===== config.mk =====
export PLATFORM = sky130hd
export DESIGN_NAME = tcon_reg
export DESIGN_NICKNAME = d
export VERILOG_FILES = /design/src/rtl/tcon_reg.sv
export SDC_FILE = /design/constraint.sdc
export NUM_CORES = 1
export LEC_CHECK = 0
export BUFFER_PORTS_ARGS = -buffer_cell sky130_fd_sc_hd__buf_4
export CELL_PAD_IN_SITES_DETAIL_PLACEMENT = 1
export CELL_PAD_IN_SITES_GLOBAL_PLACEMENT = 1
export CORE_ASPECT_RATIO = 0.75
export CORE_UTILIZATION = 28
export CTS_BUF_LIST = sky130_fd_sc_hd__clkbuf_4
export DETAILED_ROUTE_END_ITERATION = 12
export GPL_TIMING_DRIVEN = 0
export HOLD_SLACK_MARGIN = 0.05
export PLACE_DENSITY_LB_ADDON = 0.1
export SYNTH_ARGS = -nofsm -noshare
export SYNTH_HDL_FRONTEND = slang
export SYNTH_SLANG_ARGS = --single-unit

===== constraint.sdc =====
create_clock -name clk -period 1 [get_ports clk]
set_input_delay 0.05 -clock clk [delete_from_list [all_inputs] [get_ports clk]]
set_output_delay 0.05 -clock clk [all_outputs]
set_load 0.01 [all_outputs]

===== src/rtl/tcon_reg.sv =====
module tcon_reg #(
  parameter logic [7:0] ADDR = 8'h88
) (
  input  logic       clk,
  input  logic       rst_n,
  input  logic [7:0] sfr_addr,
  input  logic       sfr_wr,
  input  logic [7:0] sfr_wdata,
  output logic [7:0] sfr_rdata,
  input  logic [1:0] ovf_stb,
  input  logic [1:0] t_ack,
  input  logic [1:0] x_ack,
  input  logic [1:0] xint_n,
  output logic [1:0] run_en,
  output logic [1:0] t_irq,
  output logic [1:0] x_irq
);

  logic [1:0] tf, tr, ie, it;
  logic [1:0] s1, s2, s3;
  logic [1:0] fall;
  logic       hit, wr_hit;
  logic [7:0] regv;

  assign hit    = (sfr_addr == ADDR);
  assign wr_hit = sfr_wr && hit;
  assign fall   = s3 & ~s2;
  assign regv   = {tf[1], tr[1], tf[0], tr[0], ie[1], it[1], ie[0], it[0]};
  assign sfr_rdata = hit ? regv : 8'h00;
  assign run_en = tr;
  assign t_irq  = tf;
  assign x_irq  = ie;

  always_ff @(posedge clk or negedge rst_n) begin
    if (!rst_n) begin
      tf <= '0; tr <= '0; ie <= '0; it <= '0;
      s1 <= 2'b11; s2 <= 2'b11; s3 <= 2'b11;
    end else begin
      s1 <= xint_n;
      s2 <= s1;
      s3 <= s2;
      if (wr_hit) begin
        tr <= {sfr_wdata[6], sfr_wdata[4]};
        it <= {sfr_wdata[2], sfr_wdata[0]};
      end
      for (int i = 0; i < 2; i++) begin
        if (ovf_stb[i])      tf[i] <= 1'b1;
        else if (wr_hit)     tf[i] <= sfr_wdata[5 + 2*i];
        else if (t_ack[i])   tf[i] <= 1'b0;

        if (!it[i])          ie[i] <= ~s2[i];
        else if (fall[i])    ie[i] <= 1'b1;
        else if (wr_hit)     ie[i] <= sfr_wdata[1 + 2*i];
        else if (x_ack[i])   ie[i] <= 1'b0;
      end
    end
  end

  for (genvar g = 0; g < 2; g++) begin : g_chk
    a_r3_ovf_sets: assert property (@(posedge clk) disable iff (!rst_n)
      ovf_stb[g] |=> t_irq[g]);
    a_r7_set_beats_clear: assert property (@(posedge clk) disable iff (!rst_n)
      (ovf_stb[g] && (t_ack[g] || wr_hit)) |=> t_irq[g]);
    a_r6_ack_clears: assert property (@(posedge clk) disable iff (!rst_n)
      (t_ack[g] && !ovf_stb[g] && !wr_hit) |=> !t_irq[g]);
    a_r8_edge_sets: assert property (@(posedge clk) disable iff (!rst_n)
      (it[g] && fall[g]) |=> x_irq[g]);
  end

  a_r10_irq_match: assert property (@(posedge clk) disable iff (!rst_n)
    hit |-> (sfr_rdata[7] == t_irq[1] && sfr_rdata[5] == t_irq[0] &&
             sfr_rdata[3] == x_irq[1] && sfr_rdata[1] == x_irq[0]));
  a_r4_run_match: assert property (@(posedge clk) disable iff (!rst_n)
    hit |-> (sfr_rdata[6] == run_en[1] && sfr_rdata[4] == run_en[0]));

endmodule


==> impl_metrics.json <==
{
  "power_frac_comb_pct": 18.7,
  "initialDrtViolationCount": 14,
  "routed_via_density": 4.545,
  "syn_area_sq_um": 633.1,
  "power_leakage_uw": 0.0005878,
  "cts_tree": "done",
  "syn-mean-instance-area_sq_um": 12.41,
  "grt_usage_pct": 15.83,
  "clkLatencyLatePin_ns": 0.27,
  "dp.cells": 115,
  "ys_types": 15,
  "cts_sinks": 14,
  "dpl.hpwl_um": 1230,
  "p_sw_share_pct": 23.11,
  "drc": 6,
  "gp_congestion": 0.6637,
  "crit_chain": "nor2b_4 > o22ai_1 > mux2_2",
  "antenna_found_initial": 0,
  "grt_setup_unrepaired": "true",
  "grt_overflow": 0,
  "rows": 14,
  "io_buffer_count": 40,
  "start_util_pct": 30.63,
  "yosys_warnings": 0,
  "grt_max_degree": 15,
  "drt_pass1_iterations": 7,
  "pwr-share-clk_pct": 27.3,
  "clockBufferDepth": 2,
  "intPower_uw": 898.0,
  "synthTopCellsByArea": "dfrtp_1 32%, dfstp_2 25%, mux2_2 11%, and2_1 7.9%, nor4b_4 3.8%",
  "syn_nets": 78,
  "worst-path-buf-inv": 0,
  "synth.top_cell.area_share_pct": 31.62,
  "min_path_type": "input pin to flop",
  "finalNonFillerCells": 132,
  "die_y_um": 43.18,
  "core_sq_um": 2067,
  "clockRootBuffer": "clkbuf_4",
  "hold_viol": 0,
  "cp-start-kind": "flop",
  "irDropWorstVdd_v": 0.0006359,
  "crit_arrival_ns": 1.22,
  "ant_nets": 0,
  "critPathRequiredTime_ns": 1.17,
  "slew-limit-headroom_pct": 80.41,
  "worst_pin_slew_ns": 0.2932,
  "fin_crit_sh_pct": 104.9,
  "period_minus_slack_ns": 1.049,
  "setup_viol": 10,
  "cts_made_buffers": 3,
  "hold_ws_ns": 0.1155,
  "die_w_um": 56.91,
  "timing.max_cap.violations": 0,
  "vias": 600,
  "post-place-ws_ns": -0.2104,
  "endpoint_kind": "flop",
  "ys_seq_area_share_pct": 56.52,
  "dieArea_sq_um": 2457,
  "drive_above_1_share_pct": 65.74,
  "area_growth_pct": 89.72,
  "wl_per_cell_um": 13.33,
  "p_switching_uw": 269.9,
  "diodes": 0,
  "power_density_nw_per_um2": 972.3,
  "fmax_ghz": 0.9532,
  "cp_max_fo": 5,
  "synth_top_area_cell": "dfrtp_1",
  "seqPwrFrac_pct": 54.1,
  "ys_ff_latch": 14,
  "synthCells": 51,
  "tns_ns": -0.2137,
  "violations": "DRC, setup timing",
  "h-tree-depth": 1,
  "wirelength_um": 1759,
  "finClkSkew_ns": 0.0006548,
  "clkTransAtPathRegs_ns": 0.08,
  "crit_family": "flip-flops",
  "grt_pass1_wl_um": 2877,
  "slowest_stage": "dfrtp_1",
  "io_pins": 41,
  "worst_slack_ns": -0.04913,
  "worstSetupPathType": "flop to flop",
  "nets": 136,
  "final_max_slew_viol_count": 0,
  "grt_pass1_vias": 662,
  "status": "complete, but fails checks",
  "slowest_delay_ns": 0.42
}
-- kinds of logic after synthesis --
group | after synthesis | synth area share (%)
AND/OR/NAND/NOR | 21 | 23.32
flip-flops | 14 | 56.52
buffers and inverters | 2 | 1.186
multiplexers | 8 | 13.83
AO/OA/AOI/OAI | 6 | 5.138
-- state kept, by name (all words and copies together), names as in the netlist --
register,cells
it,2
run_en,2
s1,2
s2,2
s3,2
t_irq,2
x_irq,2
-- power by group through the flow --
stage / Clock (uW) / Sequential [uW] / Combinational (uW)
detailed placement: 0 / 636 / 169
CTS: 338 / 629 / 211
global route: 360 / 636 / 236
floorplan: 0 / 637 / 40.1
finish: 318 / 631 / 218
global placement: 0 / 635 / 164
-- worst paths after layout --
check | start | end | slack, ns | cells past startpoint
max in group asynchronous | rst_n | s2[1] | 0.62 | 2
setup / recovery | it[1] | x_irq[1] | -0.05 | 3
hold reg to reg | s1[1] | s2[1] | 0.36 | 0
setup reg to reg | it[1] | x_irq[1] | -0.05 | 3
min in group asynchronous | rst_n | t_irq[1] | 0.15 | 2
hold / removal | t_ack[0] | t_irq[0] | 0.12 | 4
-- final cells by class --
cell class,instances,area (sq um)
fillers,224,865.8
repair buffers,53,462.9
flip-flops and latches,14,357.8
multi-input cells,35,316.6
well taps,24,30.03
clock buffers,3,22.52
inverters,2,7.507
clock inverters,1,3.754
-- cell usage after synthesis --
cell type  number
nor2_1          3
a21oi_1         2
dfrtp_1         8
nand2_1         4
o22ai_1         2
mux2i_1         2
dfstp_2         6
and2_1          8
and3_2          1
mux2_2          6
inv_1           2
nor4b_4         1
nor2b_1         3
nand4_4         1
o21ai_0         2
-- routing by layer --
| layer | global-route usage (%) | up-vias | part of all wire, % |
|---|---|---|---|
| met4 | 4.390 | 0 | 0 |
| met1 | 17.05 | 288 | 39 |
| met5 | 0 | - | 0 |
| met3 | 6.098 | 0 | 7.3 |
| met2 | 28.94 | 24 | 54 |
| li1 | - | 288 | - |
-- placed cells by master, fill, tap and decap left out --
master,count
buf_6,10
o22ai_1,1
a21oi_1,2
nand2_1,4
dfstp_2,6
nor2b_4,2
nor2b_1,1
dlygate4sd3_1,11
o21ai_1,2
inv_1,2
dfrtp_1,8
and3_4,1
o22ai_2,1
nor4b_4,1
mux2_4,1
and2_4,8
nor2_1,3
clkinv_1,1
mux2_2,5
clkbuf_4,3
buf_4,32
nand4_4,1
mux2i_1,2
-- what timing repair did --
action                                 4_1_cts  5_1_grt
setup endpoints to repair                   10       10
buffers inserted                             2        0
hold buffers                                11        0
endpoints found under the hold margin       22        0
gates resized for setup                     13       14
pin swaps                                    4        6
-- worst register-to-register path, cell delays in order (launching register included) --
cell and delay, ns:
dfrtp_1 0.42, nor2b_4 0.18, o22ai_1 0.08, mux2_2 0.26
-- stage by stage --
stage	power [uW]	util, %	cell area [sq um]
6_report	1168	58.11	1201
5_1_grt	1232	58.11	1201
4_1_cts	1179	55.87	1155
3_5_place_dp	805.2	46.61	963.4
3_3_place_gp	799.7	46.61	963.4
2_1_floorplan	677.5	-	633.1
No activity file was read; power rests on OpenSTA's default activity.
